===== src/rtl/srp_pkg.sv =====
package srp_pkg;
  typedef enum logic {
    SRP_WRITE = 1'b0,
    SRP_READ  = 1'b1
  } srp_dir_e;

  // positions of the serial inputs inside the synchronizer vector
  localparam int SRP_SCLK = 0;
  localparam int SRP_SEN  = 1;
  localparam int SRP_SDAT = 2;
endpackage


===== src/rtl/srp_sync.sv =====
module srp_sync #(
  parameter int N_SIG  = 3,
  parameter int N_EDGE = 2   // the low N_EDGE inputs also get a delayed copy
) (
  input  logic              clk,
  input  logic              rst_n,
  input  logic [N_SIG-1:0]  async_i,
  output logic [N_SIG-1:0]  lvl_o,
  output logic [N_EDGE-1:0] dly_o
);
  logic [N_SIG-1:0] meta_q;

  for (genvar i = 0; i < N_SIG; i++) begin : g_sig
    always_ff @(posedge clk or negedge rst_n) begin
      if (!rst_n) begin
        meta_q[i] <= 1'b0;
        lvl_o[i]  <= 1'b0;
      end else begin
        meta_q[i] <= async_i[i];
        lvl_o[i]  <= meta_q[i];
      end
    end
    if (i < N_EDGE) begin : g_edge
      always_ff @(posedge clk or negedge rst_n) begin
        if (!rst_n) dly_o[i] <= 1'b0;
        else        dly_o[i] <= lvl_o[i];
      end
    end
  end
endmodule


===== src/rtl/srp_shift.sv =====
module srp_shift #(
  parameter int WORD_W = 16
) (
  input  logic              clk,
  input  logic              rst_n,
  input  logic              shift_en,
  input  logic              din,
  output logic [WORD_W-1:0] word_o
);
  always_ff @(posedge clk or negedge rst_n) begin
    if (!rst_n)        word_o <= '0;
    else if (shift_en) word_o <= {word_o[WORD_W-2:0], din};
  end
endmodule


===== src/rtl/srp_bank.sv =====
module srp_bank #(
  parameter int DATA_W = 12,
  parameter int ADDR_W = 3,
  localparam int N_REG = 1 << ADDR_W
) (
  input  logic                    clk,
  input  logic                    rst_n,
  input  logic                    we,
  input  logic [ADDR_W-1:0]       addr,
  input  logic [DATA_W-1:0]       wdata,
  output logic [DATA_W-1:0]       rdata,
  output logic [N_REG*DATA_W-1:0] flat_o
);
  logic [DATA_W-1:0] regs_q [N_REG];

  for (genvar i = 0; i < N_REG; i++) begin : g_reg
    always_ff @(posedge clk or negedge rst_n) begin
      if (!rst_n)                                 regs_q[i] <= '0;
      else if (we && addr == ADDR_W'(i))          regs_q[i] <= wdata;
    end
    assign flat_o[i*DATA_W +: DATA_W] = regs_q[i];
  end

  assign rdata = regs_q[addr];
endmodule


===== src/rtl/srp_readout.sv =====
module srp_readout #(
  parameter int DATA_W = 12,
  localparam int CNT_W = $clog2(DATA_W + 1)
) (
  input  logic              clk,
  input  logic              rst_n,
  input  logic              load,
  input  logic [DATA_W-1:0] load_data,
  input  logic              step,
  output logic              sdo_o,
  output logic [CNT_W-1:0]  left_o
);
  logic [DATA_W-1:0] sh_q;

  always_ff @(posedge clk or negedge rst_n) begin
    if (!rst_n) begin
      sh_q   <= '0;
      left_o <= '0;
      sdo_o  <= 1'b0;
    end else if (load) begin
      sh_q   <= load_data;
      left_o <= CNT_W'(DATA_W);
    end else if (step) begin
      if (left_o != '0) begin
        sdo_o  <= sh_q[DATA_W-1];
        sh_q   <= {sh_q[DATA_W-2:0], 1'b0};
        left_o <= left_o - 1'b1;
      end else begin
        sdo_o  <= 1'b0;
      end
    end
  end
endmodule


===== src/rtl/srp_top.sv =====
module srp_top #(
  parameter int DATA_W = 12,
  parameter int ADDR_W = 3,
  localparam int N_REG  = 1 << ADDR_W,
  localparam int WORD_W = DATA_W + ADDR_W + 1,
  localparam int CNT_W  = $clog2(DATA_W + 1)
) (
  input  logic                    clk,
  input  logic                    rst_n,
  input  logic                    ser_clk_i,
  input  logic                    ser_en_i,
  input  logic                    ser_dat_i,
  output logic                    rd_dat_o,
  output logic [N_REG*DATA_W-1:0] regs_o
);
  import srp_pkg::*;

  logic [2:0]        lvl;
  logic [1:0]        dly;
  logic              sclk_rise, sclk_fall, sen_rise, rd_step;
  logic [WORD_W-1:0] word;
  srp_dir_e          dir;
  logic [ADDR_W-1:0] addr;
  logic [DATA_W-1:0] wdata, rdata;
  logic              do_write, do_read;
  logic [CNT_W-1:0]  rd_left;

  srp_sync #(.N_SIG(3), .N_EDGE(2)) u_sync (
    .clk(clk), .rst_n(rst_n),
    .async_i({ser_dat_i, ser_en_i, ser_clk_i}),
    .lvl_o(lvl), .dly_o(dly)
  );

  assign sclk_rise = lvl[SRP_SCLK] & ~dly[SRP_SCLK];
  assign sclk_fall = ~lvl[SRP_SCLK] & dly[SRP_SCLK];
  assign sen_rise  = lvl[SRP_SEN] & ~dly[SRP_SEN];
  assign rd_step   = sclk_fall & lvl[SRP_SEN];

  srp_shift #(.WORD_W(WORD_W)) u_shift (
    .clk(clk), .rst_n(rst_n),
    .shift_en(sclk_rise), .din(lvl[SRP_SDAT]), .word_o(word)
  );

  // word layout: [0] direction, [ADDR_W:1] address, [WORD_W-1:ADDR_W+1] data
  assign dir      = srp_dir_e'(word[0]);
  assign addr     = word[ADDR_W:1];
  assign wdata    = word[WORD_W-1:ADDR_W+1];
  assign do_write = sen_rise && dir == SRP_WRITE;
  assign do_read  = sen_rise && dir == SRP_READ;

  srp_bank #(.DATA_W(DATA_W), .ADDR_W(ADDR_W)) u_bank (
    .clk(clk), .rst_n(rst_n),
    .we(do_write), .addr(addr), .wdata(wdata),
    .rdata(rdata), .flat_o(regs_o)
  );

  srp_readout #(.DATA_W(DATA_W)) u_readout (
    .clk(clk), .rst_n(rst_n),
    .load(do_read), .load_data(rdata), .step(rd_step),
    .sdo_o(rd_dat_o), .left_o(rd_left)
  );
endmodule


===== config.mk =====
export PLATFORM = sky130hd
export DESIGN_NAME = srp_top
export DESIGN_NICKNAME = d
export VERILOG_FILES = /design/src/rtl/srp_pkg.sv /design/src/rtl/srp_sync.sv /design/src/rtl/srp_shift.sv /design/src/rtl/srp_bank.sv /design/src/rtl/srp_readout.sv /design/src/rtl/srp_top.sv
export SDC_FILE = /design/constraint.sdc
export NUM_CORES = 1
export LEC_CHECK = 0
export ABC_CLOCK_PERIOD_IN_PS = 2300
export BUFFER_PORTS_ARGS = -buffer_cell sky130_fd_sc_hd__buf_2
export CORE_MARGIN = 10
export CORE_UTILIZATION = 39
export CTS_BUF_LIST = sky130_fd_sc_hd__clkbuf_4 sky130_fd_sc_hd__clkbuf_8
export DETAILED_ROUTE_END_ITERATION = 8
export GPL_ROUTABILITY_DRIVEN = 0
export PLACE_DENSITY_LB_ADDON = 0.05
export SYNTH_ARGS = -nofsm -noshare
export SYNTH_HDL_FRONTEND = slang
export SYNTH_SLANG_ARGS = --single-unit

===== constraint.sdc =====
create_clock -name clk -period 2.3 [get_ports clk]
set_input_delay 0.23 -clock clk [delete_from_list [all_inputs] [get_ports clk]]
set_output_delay 0.23 -clock clk [all_outputs]
set_load 0.05 [all_outputs]

==> results of run 1 <==
[sequential cells by signal (all words and copies together), names as in the netlist]
name              count
u_readout.sh_q       12
u_shift.word_o       16
u_sync.meta_q         3
u_sync.dly_o          2
u_readout.sdo_o       1
u_sync.lvl_o          3
u_readout.left_o      4
u_bank.flat_o        96
[kinds of logic after synthesis]
logic type / Yosys count / synth area share [%]
flops: 137 / 57.1
buf+inv: 40 / 3.61
simple gates: 43 / 4.71
fa+ha+maj: 1 / 0.208
compound gates: 43 / 4.15
mux: 137 / 30.2
[metal layers]
metal / GRT usage, % / vias to the layer above / wire [um]
met2: 26.4 / 90 / 8110
li1: - / 1716 / -
met3: 5.15 / 22 / 759
met4: 6.02 / 0 / 339
met1: 22.6 / 2059 / 7830
met5: 0 / - / 0
[power breakdown]
group | switching, mW | internal [mW] | total [mW]
Combinational | 2.41 | 1.23 | 3.64
Sequential | 0.756 | 3.08 | 3.83
Clock | 0.937 | 1.47 | 2.40
Total | 4.11 | 5.77 | 9.88
[Yosys cell counts]
cell	instances
nand3b_1	2
nand4_1	1
nor3b_1	1
mux2i_1	1
nor2b_1	3
nor3_1	1
buf_4	6
a31oi_1	13
a21oi_1	2
clkbuf_1	6
and3_1	3
nand4bb_1	2
nand4b_1	2
inv_1	2
o21ai_0	15
mux4_2	24
nand3_1	12
nor4b_4	1
and4bb_2	1
or3b_2	1
a211oi_1	1
and3_4	1
dfrtp_1	137
ha_1	1
o22ai_1	12
nand2_1	8
and3b_1	2
mux2_2	112
buf_1	11
buf_2	11
buf_6	4
nor2_1	2
[worst min-delay path by stage]
stage | cells after the start | startpoint | slack [ps] | end
3_5_place_dp | 1 | rst_n | 260 | u_sync.lvl_o[2]
6_report | 2 | rst_n | 320 | u_bank.flat_o[50]
3_3_place_gp | 1 | rst_n | 270 | u_sync.lvl_o[2]
4_1_cts | 2 | rst_n | 330 | u_sync.lvl_o[2]
5_1_grt | 2 | rst_n | 360 | u_bank.flat_o[3]
2_1_floorplan | 0 | rst_n | -70 | u_bank.flat_o[0]
[per-stage QoR]
| step | worst slack (ps) | hold slack [ps] | std cells | instance area [um2] |
|---|---|---|---|---|
| after floorplan | 659 | -65.6 | 401 | 6000 |
| final | 392 | 317 | 712 | 7300 |
| after detailed placement | 367 | 258 | 676 | 6770 |
| after global routing | 263 | 355 | 712 | 7300 |
| after global placement | 444 | 266 | 676 | 6770 |
| after CTS | 374 | 331 | 712 | 7300 |
[critical path, stage by stage, from the launching register on]
cell and delay [ps]:
dfrtp_1 530, nor4b_4 330, and3_1 370, buf_4 230, mux2_2 340
[repair_timing]
item | in CTS | in global routing
hold buffers | 4 | 0
endpoints found under the hold margin | 62 | 0
setup buffers | 0 | 0
[layout make-up]
cell class / instances / area, um2
inverters: 2 / 7.51
multi-input cells: 224 / 2360
clock inverters: 12 / 220
fillers: 1357 / 7850
flip-flops and latches: 137 / 3430
well taps: 188 / 235
clock buffers: 20 / 269
repair buffers: 129 / 782
==> flow_summary.toml, run 1 <==
[routing]
drt-wirelength-per-cell_um = 23.9
drc = 0
vias = 3887
first_pass_iters = 4
ant_nets = 0
drtIter0Drc = 222
viasPerCell = 5.46
drt-total-wl_um = 17000

[critical_path]
startpoint = "u_sync.lvl_o[1]"
r2r-end = "u_bank.flat_o[41]"
r2r-start = "u_sync.lvl_o[1]"
critical_path_required_ps = 2630
cp.arrival_ps = 2240
worstSetupEndpoint = "u_bank.flat_o[41]"
crit_path_end_kind = "flop"
crit_fanout = 11
reg2reg_setup_slack_ps = 390
critPathLaunchType = "flop"
path_class = "reg -> reg"
reg2reg_depth = 4

[layout]
areaGrowthSynthToFinish_pct = 21.6
layout_commonest_cell = "dfrtp_1"
final_core_util_pct = 48.2
final_cell_mix = "137 x dfrtp_1, 112 x mux2_2, 100 x buf_2"
diodes = 0
drive_gt1_share_pct = 56.7
nets = 517

[placed_design]
hpwl_um = 11700
port_buffers = 101

[clock_tree]
numCtsBuffers = 17
cts_sinks = 137
root_buffer = "clkbuf_8"
clk_path_buf_depth = 2
ctsResizeCount = 0
clk_pin_slew_ps = 70
cts_tree = "yes"
clock_latency_ps = 450
htreeDepth = 4

[floorplanning]
core_um2 = 15100
fp.dieW_um = 144
die_h_um = 144
initial_core_util_pct = 39.6
num_io_pins = 102
row_count = 45
die_area_um2 = 20700

[power_and_ir_drop]
power_leakage_nw = 3.67
vdd_drop_max_v = 0.000883
p_per_area_nw_per_um2 = 1350
p_total_mw = 9.88

[sta]
fmax_ghz = 0.524
hold_violations = 0
fin_crit_sh_pct = 82.9
finalSetupViolCount = 0
slew_violations = 0
rsz0062_at_grt = "no"
skew_ps = 12.0
tightest_slew_ps = 657
max-slew-margin-rel_pct = 56.1
period_minus_slack_ps = 1910
fin_setup_tns_ps = 0

[synthesis]
yosysTopAreaCellShare_pct = 57.1
yosys.area.top_type = "dfrtp_1"
synth_seq_cells = 137
post_synth_main_area_contributors = "dfrtp_1 57%, mux2_2 21%, mux4_2 9.0%"
syn_inst = 401
syn_area_um2 = 6000
synthDistinctLibCells = 32
avgSynthCellArea_um2 = 15.0
synth_warnings = 0
syn-num-nets = 407
yosysSeqAreaShare_pct = 57.1

[global_routing]
grt_pass1_vias = 4135
grt_usage_pct = 17.2
overflow = 0
grt_max_degree = 63
antenna_found_initial = 0
grt_first_pass_wirelength_um = 26300

[status]
status = "complete, no violations"

[run]
cap_violations = 0

[min_path]
hp-class = "in -> async"
(Power assumes the default switching activity.)
==> run 2, diff against run 1 <==
--- a/config.mk
+++ b/config.mk
@@ -5,7 +5,7 @@
 export SDC_FILE = /design/constraint.sdc
 export NUM_CORES = 1
 export LEC_CHECK = 0
-export ABC_CLOCK_PERIOD_IN_PS = 2300
+export ABC_CLOCK_PERIOD_IN_PS = 1600
 export BUFFER_PORTS_ARGS = -buffer_cell sky130_fd_sc_hd__buf_2
 export CORE_MARGIN = 10
 export CORE_UTILIZATION = 39
==> constraint.sdc (replaced) <==
create_clock -name clk -period 1.6 [get_ports clk]
set_input_delay 0.16 -clock clk [delete_from_list [all_inputs] [get_ports clk]]
set_output_delay 0.16 -clock clk [all_outputs]
set_load 0.05 [all_outputs]
==> run 2 against run 1 <==
Net effect: the flow now finishes with violations (negative setup slack); setup slack lost 420 ps; clock skew is essentially flat; sequential cell count unchanged; largest power group unchanged.
==> flow_summary.toml, run 2 (synthesis gave the netlist of run 1 again) <==
[sta]
finalSetupViolCount = 6
hold_violations = 0
period_minus_slack_ps = 1630
max-slew-margin-rel_pct = 74.1
slew_violations = 0
setup_slack_ps = -25.1
fmax_ghz = 0.615
tightest_slew_ps = 389
fin_crit_sh_pct = 102
rsz0062_at_grt = "yes"
skew_ps = 12.2

[placed_design]
placed_cell_area_um2 = 6940
hpwl_um = 11900
port_buffers = 101
preCtsSetupSlack_ps = -34.0

[routing]
drt-total-wl_um = 17400
wl_met2_um = 8390
viasPerCell = 5.48
vias = 4031
route.met3.wl_um = 879
drt-wirelength-per-cell_um = 23.7
ant_nets = 0
drc = 0
top_layer = "met4"
routedLengthMet1_um = 8000
first_pass_iters = 4
drtIter0Drc = 184

[floorplanning]
initial_core_util_pct = 39.6
core_um2 = 15100
die_area_um2 = 20700
row_count = 45
num_io_pins = 102
die_h_um = 144
fp.dieW_um = 144

[power_and_ir_drop]
combPwrFrac_pct = 39.4
p_per_area_nw_per_um2 = 1830
power.internal_mw = 8.01
seqPwrFrac_pct = 39.7
p_total_mw = 13.9
vdd_drop_max_v = 0.000964
p_sw_share_pct = 42.3
power_leakage_nw = 3.81
clockPowerShare_pct = 20.9
switchingPower_mw = 5.86

[layout]
multiInputGateArea_um2 = 2480
drive_gt1_share_pct = 61.3
layout_commonest_cell = "dfrtp_1"
final_cell_mix = "133 x dfrtp_1, 101 x mux2_2, 100 x buf_2"
areaGrowthSynthToFinish_pct = 26.2
largest_register_ff_count = 96
fillers = 1330
diodes = 0
nets = 541
fin_area_um2 = 7570
seqCellArea_um2 = 3430

[clock_tree]
root_buffer = "clkbuf_8"
numCtsBuffers = 17
clock_latency_ps = 440
cts_tree = "yes"
clk_path_buf_depth = 2
clk_pin_slew_ps = 80
htreeDepth = 4
cts_sinks = 137

[critical_path]
path_class = "reg -> reg"
reg2reg_depth = 3
r2r-end = "u_bank.flat_o[88]"
crit_path_end_kind = "flop"
crit_fanout = 6
reg2reg_setup_slack_ps = -30
cp.arrival_ps = 1940
r2r-start = "u_shift.word_o[0]"
critical_path_required_ps = 1920
critPathLaunchType = "flop"

[global_routing]
grt_first_pass_wirelength_um = 26400
grt_max_degree = 42
overflow = 0
antenna_found_initial = 0
grt_pass1_vias = 4292
grt_usage_pct = 17.1

[run]
cap_violations = 0

[min_path]
hp-class = "in -> async"

[status]
violations = "negative setup slack"
status = "finished, violations left"
run 2: power by group through the flow:
stage | logic (mW) | clock network (mW) | registers (mW)
CTS | 5.40 | 2.98 | 5.48
floorplan | 2.02 | 0 | 7.22
global placement | 5.32 | 0 | 5.49
global route | 5.77 | 3.16 | 5.67
detailed placement | 5.35 | 0 | 5.53
finish | 5.47 | 2.90 | 5.50
run 2: area by class of cell:
| cell class | count | share of cell area [%] |
|---|---|---|
| flip-flops and latches | 137 | 45.3 |
| clock buffers | 25 | 4.21 |
| repair buffers | 151 | 13.3 |
| well taps | 188 | 3.11 |
| inverters | 2 | 0.0991 |
| multi-input cells | 226 | 32.8 |
| clock inverters | 7 | 1.19 |
run 2: through the flow:
step           util (%)  setup TNS, ps  hold WS, ps  instances
2_1_floorplan         -              0         -136        401
3_3_place_gp       45.8           -236         90.8        694
3_5_place_dp       45.8           -803         95.4        694
4_1_cts            49.0          -46.1          213        732
5_1_grt            50.0           -880          217        736
6_report           50.0          -41.2          213        736
run 2: worst max path at each step:
stage / start / endpoint / slack, ps / cells past startpoint
after floorplan: u_shift.word_o[0] / u_bank.flat_o[37] / 9 / 5
after global placement: u_shift.word_o[1] / u_bank.flat_o[67] / -30 / 5
after detailed placement: u_shift.word_o[3] / u_bank.flat_o[39] / -30 / 3
after CTS: u_shift.word_o[3] / u_bank.flat_o[44] / -9 / 3
after global routing: u_shift.word_o[0] / u_bank.flat_o[88] / -60 / 3
final: u_shift.word_o[0] / u_bank.flat_o[88] / -30 / 3
run 2: critical path: stages (launching register included):
cell	delay, ps
dfrtp_2	440
and4bb_4	410
and3_4	310
mux2_2	350
run 2: routing by layer:
layer  GRT usage, %  vias up
met2           26.9      103
li1               -     1778
met5              0        -
met1           22.7     2139
met4           4.35        0
met3           5.05       11
run 2: what timing repair did:
item	in CTS	in global routing
setup endpoints to repair	62	78
gates resized for setup	5	38
hold endpoints to repair	116	0
hold buffers	4	0
setup buffers	1	2
pin swaps	2	2
gates cloned	1	2
==> run 3, diff against run 2 <==
--- a/config.mk
+++ b/config.mk
@@ -7,6 +7,7 @@
 export LEC_CHECK = 0
 export ABC_CLOCK_PERIOD_IN_PS = 1600
 export BUFFER_PORTS_ARGS = -buffer_cell sky130_fd_sc_hd__buf_2
+export CORE_ASPECT_RATIO = 1.2
 export CORE_MARGIN = 10
 export CORE_UTILIZATION = 39
 export CTS_BUF_LIST = sky130_fd_sc_hd__clkbuf_4 sky130_fd_sc_hd__clkbuf_8
==> run 3 against run 2 <==
Net effect: the run now ends clean; first-iteration DRC count increased by 21%; power decreased by 0.46%; global-route usage about the same; combinational power increased by 2%; sequential power about the same; sequential cell count unchanged; final cell count increased by 2.6%; clock skew decreased by 1.1 ps; register-to-register slack improved by 30 ps; setup slack improved by 26 ps; routed wire length increased by 2.6%; critical path type unchanged.
==> flow_summary.toml, run 3 (synthesis gave the netlist of run 1 again) <==
[layout]
diodes = 0
largest_register_ff_count = 96
stdcell_count = 755
layout_commonest_cell = "dfrtp_1"
final_cell_mix = "132 x dfrtp_1, 106 x mux2_2, 100 x buf_2"
final_core_util_pct = 51.1
areaGrowthSynthToFinish_pct = 27.9
drive_gt1_share_pct = 63.0
nets = 547
fillers = 1300

[clock_tree]
htreeDepth = 4
cts_sinks = 137
clk_path_buf_depth = 2
clk_pin_slew_ps = 70
clock_latency_ps = 440
numCtsBuffers = 17
cts_tree = "yes"
root_buffer = "clkbuf_8"

[run]
cap_violations = 0

[power_and_ir_drop]
power_leakage_nw = 3.84
p_total_mw = 13.8
vdd_drop_max_v = 0.00112
p_per_area_nw_per_um2 = 1800
power.internal_mw = 7.93
seqPwrFrac_pct = 40.0
p_sw_share_pct = 42.5
combPwrFrac_pct = 40.5
clockPowerShare_pct = 19.5
switchingPower_mw = 5.87

[sta]
finalSetupViolCount = 0
slew_violations = 0
tightest_slew_ps = 454
fin_crit_sh_pct = 100
max-slew-margin-rel_pct = 69.7
hold_violations = 0
fmax_ghz = 0.625
skew_ps = 11.1
rsz0062_at_grt = "yes"
fin_setup_tns_ps = 0
worst_hold_slack_ps = 214
period_minus_slack_ps = 1600

[global_routing]
grt_max_degree = 42
grt_usage_pct = 17.2
grt_pass1_vias = 4432
overflow = 0
antenna_found_initial = 0
grt_first_pass_wirelength_um = 27200

[placed_design]
dp_cells = 707
hpwl_um = 12300
port_buffers = 101

[floorplanning]
core_um2 = 15000
die_area_um2 = 20800
die_h_um = 156
fp.dieW_um = 133
row_count = 49
num_io_pins = 102
initial_core_util_pct = 40.0

[critical_path]
crit_path_end_kind = "flop"
critical_path_required_ps = 1920
crit_fanout = 7
cp.arrival_ps = 1920
critPathLaunchType = "flop"
path_class = "reg -> reg"

[routing]
first_pass_iters = 4
vias = 4028
viasPerCell = 5.34
drt-total-wl_um = 17900
drc = 0
drt-wirelength-per-cell_um = 23.7
ant_nets = 0
drtIter0Drc = 222

[min_path]
hp-class = "in -> async"

[status]
status = "complete, no violations"
run 3: layout make-up:
cell class                 instances  area (um2)  share of cell area, %
sequential                       137        3430                   44.8
multi-input combinational        225        2480                   32.3
timing repair buffer             158        1130                   14.8
clock buffer                      26         327                   4.26
tap                              204         255                   3.33
clock inverter                     3        40.0                  0.522
inverter                           2        7.51                 0.0978
run 3: timing repair:
action                                  CTS  global route
gates resized for setup                   8            37
buffers inserted                          5             7
gates cloned                              0             3
endpoints found under the hold margin    40             0
endpoints found under the setup margin   46           107
pin swaps                                 3             2
hold buffers                              4             0
run 3: through the flow:
step	setup WS [ps]	area, um2
after floorplan	8.78	6030
after global placement	-80.3	6920
after detailed placement	-70.8	6920
after CTS	-5.14	7420
after global routing	-45.4	7670
final	0.649	7670
run 3: final timing paths:
kind / to / slack, ps / start / depth (start not counted)
hold / removal: u_bank.flat_o[38] / 210 / rst_n / 2
setup / recovery: u_bank.flat_o[42] / 0.6 / u_sync.dly_o[1] / 4
min in group clk: u_sync.lvl_o[2] / 340 / u_sync.meta_q[2] / 0
hold reg to reg: u_sync.lvl_o[2] / 340 / u_sync.meta_q[2] / 0
max in group asynchronous: u_shift.word_o[1] / 690 / rst_n / 3
setup reg to reg: u_bank.flat_o[42] / 0.6 / u_sync.dly_o[1] / 4
run 3: power by group through the flow:
stage	combinational (mW)	sequential (mW)	clock [mW]
2_1_floorplan	2.02	7.22	0
3_3_place_gp	5.31	5.54	0
3_5_place_dp	5.34	5.56	0
4_1_cts	5.41	5.50	2.77
5_1_grt	5.92	5.70	2.91
6_report	5.59	5.52	2.69
run 3: layer usage:
metal | vias up | GRT usage [%] | share of wire [%]
li1 | 1770 | - | -
met4 | 0 | 4.36 | 0.80
met5 | - | 0 | 0
met1 | 2138 | 22.4 | 44
met2 | 108 | 27.4 | 50
met3 | 12 | 5.12 | 5.2
run 3: critical path: stages (launching register included):
cell     delay [ps]
dfrtp_2         440
nor4b_4         310
and3_4          260
buf_12          140
mux2_2          330
